$ cat src/rtl/alu8_pkg.sv
// Package: shared operation codes, result-source selector and flag bit
// positions for the byte ALU. Assumes 4-bit operation codes.
package alu8_pkg;

    typedef enum logic [3:0] {
        BOP_LOAD  = 4'h1,
        BOP_STORE = 4'h2,
        BOP_ADD   = 4'h3,
        BOP_SUB   = 4'h4,
        BOP_CMP   = 4'h5,
        BOP_AND   = 4'h6,
        BOP_OR    = 4'h7,
        BOP_XOR   = 4'h8,
        BOP_MUL   = 4'h9,
        BOP_DIV   = 4'hA,
        BOP_MOD   = 4'hB
    } bin_op_e;

    typedef enum logic [3:0] {
        UOP_INC = 4'h2,
        UOP_DEC = 4'h3,
        UOP_NEG = 4'h4
    } un_op_e;

    typedef enum logic [3:0] {
        SRC_NONE,
        SRC_B,
        SRC_A,
        SRC_ARITH,
        SRC_AND,
        SRC_OR,
        SRC_XOR,
        SRC_MUL,
        SRC_DIV,
        SRC_MOD
    } res_src_e;

    localparam int FLAG_C = 0;
    localparam int FLAG_V = 1;
    localparam int FLAG_N = 2;
    localparam int FLAG_Z = 3;

endpackage

$ cat src/rtl/alu8_addsub.sv
// Adder/subtractor with carry-or-borrow and signed overflow.
// Assumes two's-complement operands of width W; for subtraction the
// carry output reports a borrow (x < y unsigned).
module alu8_addsub #(
    parameter int W = 8
) (
    input  logic [W-1:0] x,
    input  logic [W-1:0] y,
    input  logic         sub,
    output logic [W-1:0] sum,
    output logic         cflag,
    output logic         vflag
);
    logic [W-1:0] y_eff;
    logic [W:0]   raw;

    // Invert the second operand and inject a carry for subtraction.
    always_comb begin
        y_eff = sub ? ~y : y;
        raw   = {1'b0, x} + {1'b0, y_eff} + {{W{1'b0}}, sub};
        sum   = raw[W-1:0];
        cflag = sub ? ~raw[W] : raw[W];
        vflag = (x[W-1] == y_eff[W-1]) && (sum[W-1] != x[W-1]);
    end
endmodule

$ cat src/rtl/alu8_muldiv.sv
// Signed multiply (low half kept), signed divide and remainder.
// Division truncates toward zero, and the remainder takes the dividend's
// sign. A zero divisor yields zero outputs and raises zero_div.
module alu8_muldiv #(
    parameter int W = 8
) (
    input  logic [W-1:0] a,
    input  logic [W-1:0] b,
    output logic [W-1:0] prod_lo,
    output logic [W-1:0] quot,
    output logic [W-1:0] rem,
    output logic         zero_div
);
    logic signed [W-1:0] prod;
    logic signed [W:0]   dvd;
    logic signed [W:0]   dvs;
    logic signed [W:0]   q_full;
    logic signed [W:0]   r_full;
    logic                unused_hi;

    // Widen by one bit so that the most negative value divided by -1 does not wrap early.
    always_comb begin
        zero_div  = (b == '0);
        prod      = $signed(a) * $signed(b);
        dvd       = {a[W-1], a};
        dvs       = zero_div ? (W+1)'(1) : {b[W-1], b};
        q_full    = dvd / dvs;
        r_full    = dvd % dvs;
        prod_lo   = prod;
        quot      = zero_div ? '0 : q_full[W-1:0];
        rem       = zero_div ? '0 : r_full[W-1:0];
        unused_hi = q_full[W] ^ r_full[W];
    end
endmodule

$ cat src/rtl/alu8_ctl.sv
// Decodes the operation select into the result source, the adder setup and
// the per-operation write and flag-update enables. Undefined codes decode
// to no source and no enables.
module alu8_ctl
    import alu8_pkg::*;
(
    input  logic     unary,
    input  logic [3:0] op_sel,
    output res_src_e src,
    output logic     add_sub,
    output logic     y_one,
    output logic     x_zero,
    output logic     logic_op,
    output logic     dest_we,
    output logic     flag_we
);
    // Per-operation decode table.
    always_comb begin
        src      = SRC_NONE;
        add_sub  = 1'b0;
        y_one    = 1'b0;
        x_zero   = 1'b0;
        logic_op = 1'b0;
        dest_we  = 1'b0;
        flag_we  = 1'b0;
        if (unary) begin
            case (op_sel)
                UOP_INC: begin src = SRC_ARITH; y_one = 1'b1; dest_we = 1'b1; flag_we = 1'b1; end
                UOP_DEC: begin src = SRC_ARITH; y_one = 1'b1; add_sub = 1'b1; dest_we = 1'b1; flag_we = 1'b1; end
                UOP_NEG: begin src = SRC_ARITH; x_zero = 1'b1; add_sub = 1'b1; dest_we = 1'b1; flag_we = 1'b1; end
                default: ;
            endcase
        end else begin
            case (op_sel)
                BOP_LOAD:  begin src = SRC_B; dest_we = 1'b1; end
                BOP_STORE: begin src = SRC_A; dest_we = 1'b1; end
                BOP_ADD:   begin src = SRC_ARITH; dest_we = 1'b1; flag_we = 1'b1; end
                BOP_SUB:   begin src = SRC_ARITH; add_sub = 1'b1; dest_we = 1'b1; flag_we = 1'b1; end
                BOP_CMP:   begin src = SRC_ARITH; add_sub = 1'b1; flag_we = 1'b1; end
                BOP_AND:   begin src = SRC_AND; logic_op = 1'b1; dest_we = 1'b1; flag_we = 1'b1; end
                BOP_OR:    begin src = SRC_OR;  logic_op = 1'b1; dest_we = 1'b1; flag_we = 1'b1; end
                BOP_XOR:   begin src = SRC_XOR; logic_op = 1'b1; dest_we = 1'b1; flag_we = 1'b1; end
                BOP_MUL:   begin src = SRC_MUL; dest_we = 1'b1; end
                BOP_DIV:   begin src = SRC_DIV; dest_we = 1'b1; end
                BOP_MOD:   begin src = SRC_MOD; dest_we = 1'b1; end
                default: ;
            endcase
        end
    end
endmodule

$ cat src/rtl/alu8_core.sv
// Byte ALU top: combinational datapath plus a registered flag byte.
// Assumes inputs are stable around each rising clock edge. The flag register
// loads {z,n,v,c} only when the decoded operation enables flag update.
module alu8_core
    import alu8_pkg::*;
#(
    parameter int W  = 8,
    parameter int FW = 8
) (
    input  logic          clk,
    input  logic          rst_n,
    input  logic          unary,
    input  logic [3:0]    op_sel,
    input  logic [W-1:0]  opnd_a,
    input  logic [W-1:0]  opnd_b,
    output logic [W-1:0]  result,
    output logic          dest_we,
    output logic          flag_we,
    output logic          div_err,
    output logic [FW-1:0] flag_q
);
    localparam int NFLAG = 4;

    res_src_e     src;
    logic         add_sub, y_one, x_zero, logic_op;
    logic [W-1:0] as_x, as_y, as_sum, prod_lo, quot, rem;
    logic         as_c, as_v, zero_div;
    logic [NFLAG-1:0] flag_next;

    alu8_ctl u_ctl (
        .unary(unary), .op_sel(op_sel), .src(src), .add_sub(add_sub),
        .y_one(y_one), .x_zero(x_zero), .logic_op(logic_op),
        .dest_we(dest_we), .flag_we(flag_we)
    );

    // Adder operand steering for add/sub/cmp and the unary forms.
    always_comb begin
        as_x = x_zero ? '0 : opnd_a;
        as_y = x_zero ? opnd_a : (y_one ? W'(1) : opnd_b);
    end

    alu8_addsub #(.W(W)) u_addsub (
        .x(as_x), .y(as_y), .sub(add_sub), .sum(as_sum), .cflag(as_c), .vflag(as_v)
    );

    alu8_muldiv #(.W(W)) u_muldiv (
        .a(opnd_a), .b(opnd_b), .prod_lo(prod_lo), .quot(quot), .rem(rem), .zero_div(zero_div)
    );

    // Result selection.
    always_comb begin
        case (src)
            SRC_B:     result = opnd_b;
            SRC_A:     result = opnd_a;
            SRC_ARITH: result = as_sum;
            SRC_AND:   result = opnd_a & opnd_b;
            SRC_OR:    result = opnd_a | opnd_b;
            SRC_XOR:   result = opnd_a ^ opnd_b;
            SRC_MUL:   result = prod_lo;
            SRC_DIV:   result = quot;
            SRC_MOD:   result = rem;
            default:   result = '0;
        endcase
        div_err = ((src == SRC_DIV) || (src == SRC_MOD)) && zero_div;
    end

    // New flag values for the current operation.
    always_comb begin
        flag_next         = '0;
        flag_next[FLAG_Z] = (result == '0);
        flag_next[FLAG_N] = result[W-1];
        flag_next[FLAG_V] = logic_op ? 1'b0 : as_v;
        flag_next[FLAG_C] = logic_op ? 1'b0 : as_c;
    end

    // Flag register with synchronous active-low reset.
    always_ff @(posedge clk) begin
        if (!rst_n)
            flag_q <= '0;
        else if (flag_we)
            flag_q <= {{(FW-NFLAG){1'b0}}, flag_next};
    end
endmodule

$ cat config.mk
export PLATFORM = sky130hd
export DESIGN_NAME = alu8_core
export DESIGN_NICKNAME = d
export VERILOG_FILES = /design/src/rtl/alu8_pkg.sv /design/src/rtl/alu8_addsub.sv /design/src/rtl/alu8_muldiv.sv /design/src/rtl/alu8_ctl.sv /design/src/rtl/alu8_core.sv
export SDC_FILE = /design/constraint.sdc
export NUM_CORES = 1
export LEC_CHECK = 0
export BUFFER_PORTS_ARGS = -buffer_cell sky130_fd_sc_hd__buf_2
export CAP_MARGIN = 20
export CELL_PAD_IN_SITES_DETAIL_PLACEMENT = 1
export CELL_PAD_IN_SITES_GLOBAL_PLACEMENT = 2
export CORE_ASPECT_RATIO = 1.75
export CORE_UTILIZATION = 37
export CTS_BUF_LIST = sky130_fd_sc_hd__clkbuf_8
export CTS_CLUSTER_SIZE = 12
export DETAILED_ROUTE_END_ITERATION = 6
export GPL_ROUTABILITY_DRIVEN = 0
export PLACE_DENSITY = 0.8
export SETUP_SLACK_MARGIN = 0.5
export SLEW_MARGIN = 10
export SYNTH_ARGS = -nofsm -noshare
export SYNTH_HDL_FRONTEND = slang
export SYNTH_SLANG_ARGS = --single-unit
$ cat constraint.sdc
create_clock -name clk -period 29.9 [get_ports clk]
set_input_delay 5.98 -clock clk [delete_from_list [all_inputs] [get_ports clk]]
set_output_delay 5.98 -clock clk [all_outputs]
set_load 0.01 [all_outputs]
==> results.cfg <==
[die]
start_util_pct = 37.8
dieHeight_um = 165
top_level_ports = 42
core.rowCount = 59
chipWidth_um = 95.0
core_region_area_um2 = 14800
design.die.area_um2 = 15700

[grt]
grt-ovfl-total = 0
global_route_wire_length_before_repair_um = 33300
grt_antenna_before_repair = 0
grt_start_max_net_pins = 21
grt_use_total_pct = 27.8
grt_pass1_vias = 6443

[drt]
routed-via-count = 6035
wl_um = 21400
drtAntennaViolNets = 0
drt-initial-drc-count = 251
detail_route.vias_per_cell = 6.20
wire_per_inst_um = 22.0
detailedRoute.firstPassIterationCount = 4
drc = 0

[finish]
final_layout_size_suffix_gt1_share_pct = 10.7
biggestRegsByFlops = flag_q x4
final_cell_mix = sky130_fd_sc_hd__ha_1, sky130_fd_sc_hd__nor2_1, sky130_fd_sc_hd__xnor2_1, sky130_fd_sc_hd__nand2_1, sky130_fd_sc_hd__inv_1
largest_reg_flops = 4
fill_cells = 1888
sequential_cell_area_um2 = 80.1
num_antenna_cells = 0
synthToLayoutAreaGrowth_pct = 7.97
num-nets-final = 923
post-route-cell-area_um2 = 6050
area_of_the_multi_input_gates_um2 = 5210
largest_register = flag_q
mostFrequentLayoutCell = sky130_fd_sc_hd__ha_1

[power]
power_per_cell_area_nw_per_um2 = 77.4
power.net_switching_mw = 0.276
power_switching_share_pct = 59.0
power.combinational.fraction_pct = 96.2
power_after_layout_mw = 0.468
p_leak_nw = 2.77
clockPowerShare_pct = 2.5
cell_internal_pwr_mw = 0.192
seqPwrFrac_pct = 1.3
vdd_ir_drop_max_mv = 0.0432

[sta]
max_slew.worst_pin.slew_ns = 0.823
timing.final.crit_share_pct = 94.5
report.final.setup_viol = 0
max_clock_freq_mhz = 35.4
worst_slew_margin_relative_to_its_limit_pct = 44.3
setup_ws_ns = 1.64
rsz0062_at_grt = no
timing_hold_violations_final = 0
setup_tns_ns = 0
slew_viol_final = 0
final_hold_slack_ns = 0.495
period_needed_ns = 28.26
finClkSkew_ns = 0

[setup_path]
largest_stage_delay_worst_path_ns = 0.58
required_ns = 23.92
crit_slowest_cell = sky130_fd_sc_hd__or4_4
criticalPathCategory = input port to primary output
critical_path_depth = 63
gate_family_responsible_for_the_most_delay_along_the_worst_path = compound AO/OA/AOI/OAI gates
worst_setup_path_end_kind = primary output
critical_path.n_buffers_inverters = 7
timing.critical_path.from = opnd_b[2]
largest_fanout_on_the_critical_path = 14
crit_path_start_kind = input port
r2r_start = flag_q[2]$_SDFFE_PN0P_
reg2regPathDepth = 2
cpMostUsedCell = sky130_fd_sc_hd__ha_1
cp_data_arrival_time_ns = 22.28

[logic_synthesis]
synth.yosys.seq_area_share_pct = 1.43
synth.avg_cell_area_um2 = 7.30
postSynthCellCount = 767
synth_edf_count = 0
yosysWarnings = 0
synth_async_sr_flop_share_pct = 0
synth.distinct_cells = 88
number_of_storage_elements_in_the_synthesis_netlist = 4
synth-main-ff-cell = sky130_fd_sc_hd__dfxtp_1
netlist_area_um2 = 5600

[placed_design]
dp_hpwl_um = 18000
pre_cts_slack_ns = 1.18
post_dp_cell_area_um2 = 5990
port_buffers = 37

[clock_tree]
cts_setup_buffers = 0
numClockSinks = 4
clock_tree_from_tritoncts = done
cts_root_buf = sky130_fd_sc_hd__clkbuf_8
numCtsBuffers = 3
clkSlewWorstSetupHoldPaths_ns = 0.03
cts_max_path_buffers = 2
insertion_delay_to_the_later_sink_of_the_worst_skew_pair_ns = 0.22
htreeDepth = 1

[worst_hold_path]
worst_hold_startpoint = flag_q[3]$_SDFFE_PN0P_
hp-class = register to register
hold_path_depth = 2

[status]
status = complete, no violations

[run]
max_cap_violations = 0
worst register-to-register path, stage by stage (launching register included):
cell,delay [ns]
sky130_fd_sc_hd__dfxtp_1,0.31
sky130_fd_sc_hd__o21ai_0,0.17
sky130_fd_sc_hd__o21ba_1,0.17
logic make-up (layout without fill, tap and decap cells):
logic type | after synthesis | in the layout | synth area share [%]
AND/OR/NAND/NOR | 258 | 258 | 23.2
AO/OA/AOI/OAI | 222 | 222 | 29.4
adder cells (fa/ha/maj) | 107 | 107 | 25.8
buffers and inverters | 89 | 109 | 6.36
XOR/XNOR | 73 | 73 | 11.4
multiplexers | 12 | 12 | 2.28
flip-flops | 4 | 4 | 1.43
other | 2 | 6 | 0.134
synth_stat cells, types with 11 or more instances:
| library cell | instances | share of area [%] |
|---|---|---|
| sky130_fd_sc_hd__or3_1 | 11 | 1.2 |
| sky130_fd_sc_hd__inv_1 | 55 | 3.7 |
| sky130_fd_sc_hd__nand2_1 | 58 | 3.9 |
| sky130_fd_sc_hd__nor2b_1 | 11 | 1.2 |
| sky130_fd_sc_hd__a21o_1 | 11 | 1.5 |
| sky130_fd_sc_hd__xor2_1 | 14 | 2.2 |
| sky130_fd_sc_hd__nor3_1 | 17 | 1.5 |
| sky130_fd_sc_hd__nand2b_1 | 13 | 1.5 |
| sky130_fd_sc_hd__clkbuf_1 | 22 | 1.5 |
| sky130_fd_sc_hd__xnor2_1 | 59 | 9.2 |
| sky130_fd_sc_hd__o21a_1 | 15 | 2.0 |
| sky130_fd_sc_hd__fa_1 | 14 | 5.0 |
| sky130_fd_sc_hd__ha_1 | 93 | 21 |
| sky130_fd_sc_hd__o211ai_1 | 11 | 1.5 |
| sky130_fd_sc_hd__nand3_1 | 16 | 1.4 |
| sky130_fd_sc_hd__a21oi_1 | 39 | 3.5 |
| sky130_fd_sc_hd__a22oi_1 | 19 | 2.5 |
| sky130_fd_sc_hd__o21ai_0 | 32 | 2.9 |
| sky130_fd_sc_hd__nor2_1 | 85 | 5.7 |
layer usage:
layer	GRT usage, %	vias up	part of all wire (%)
met2	54.0	173	54
li1	-	2843	-
met5	0	-	0
met1	27.8	2930	36
met3	1.98	89	2.9
met4	16.9	0	6.9
path summary, 6_finish.rpt:
check                                end  slack, ns
hold reg to reg   flag_q[3]$_SDFFE_PN0P_       0.49
setup reg to reg  flag_q[2]$_SDFFE_PN0P_      29.14
setup / recovery               result[6]       1.64
hold / removal    flag_q[3]$_SDFFE_PN0P_       0.49
area by class of cell:
type / count / share of cell area, %
multi-input cells: 678 / 86.1
inverters: 57 / 3.54
well taps: 183 / 3.78
clock buffers: 3 / 0.683
flip-flops and latches: 4 / 1.32
repair buffers: 49 / 4.55
power groups by stage:
stage	registers (mW)	clock network (mW)	logic, mW
after floorplan	0.00634	0	0.333
after global placement	0.00611	0	0.436
after detailed placement	0.00614	0	0.446
after CTS	0.00609	0.0119	0.449
after global routing	0.00612	0.0121	0.497
final	0.00612	0.0115	0.451
metrics by stage:
stage          util, %  instances
2_1_floorplan        -        771
3_3_place_gp      40.3        971
3_5_place_dp      40.3        971
4_1_cts           40.6        974
5_1_grt           40.8        974
6_report          40.8        974
repair_timing:
action | 4_1_cts | 5_1_grt
gates resized for setup | 0 | 4
hold endpoints to repair | 0 | 0
endpoints found under the setup margin | 0 | 6
hold buffers | 0 | 0
Note: power is estimated with default switching activity, not from simulation.
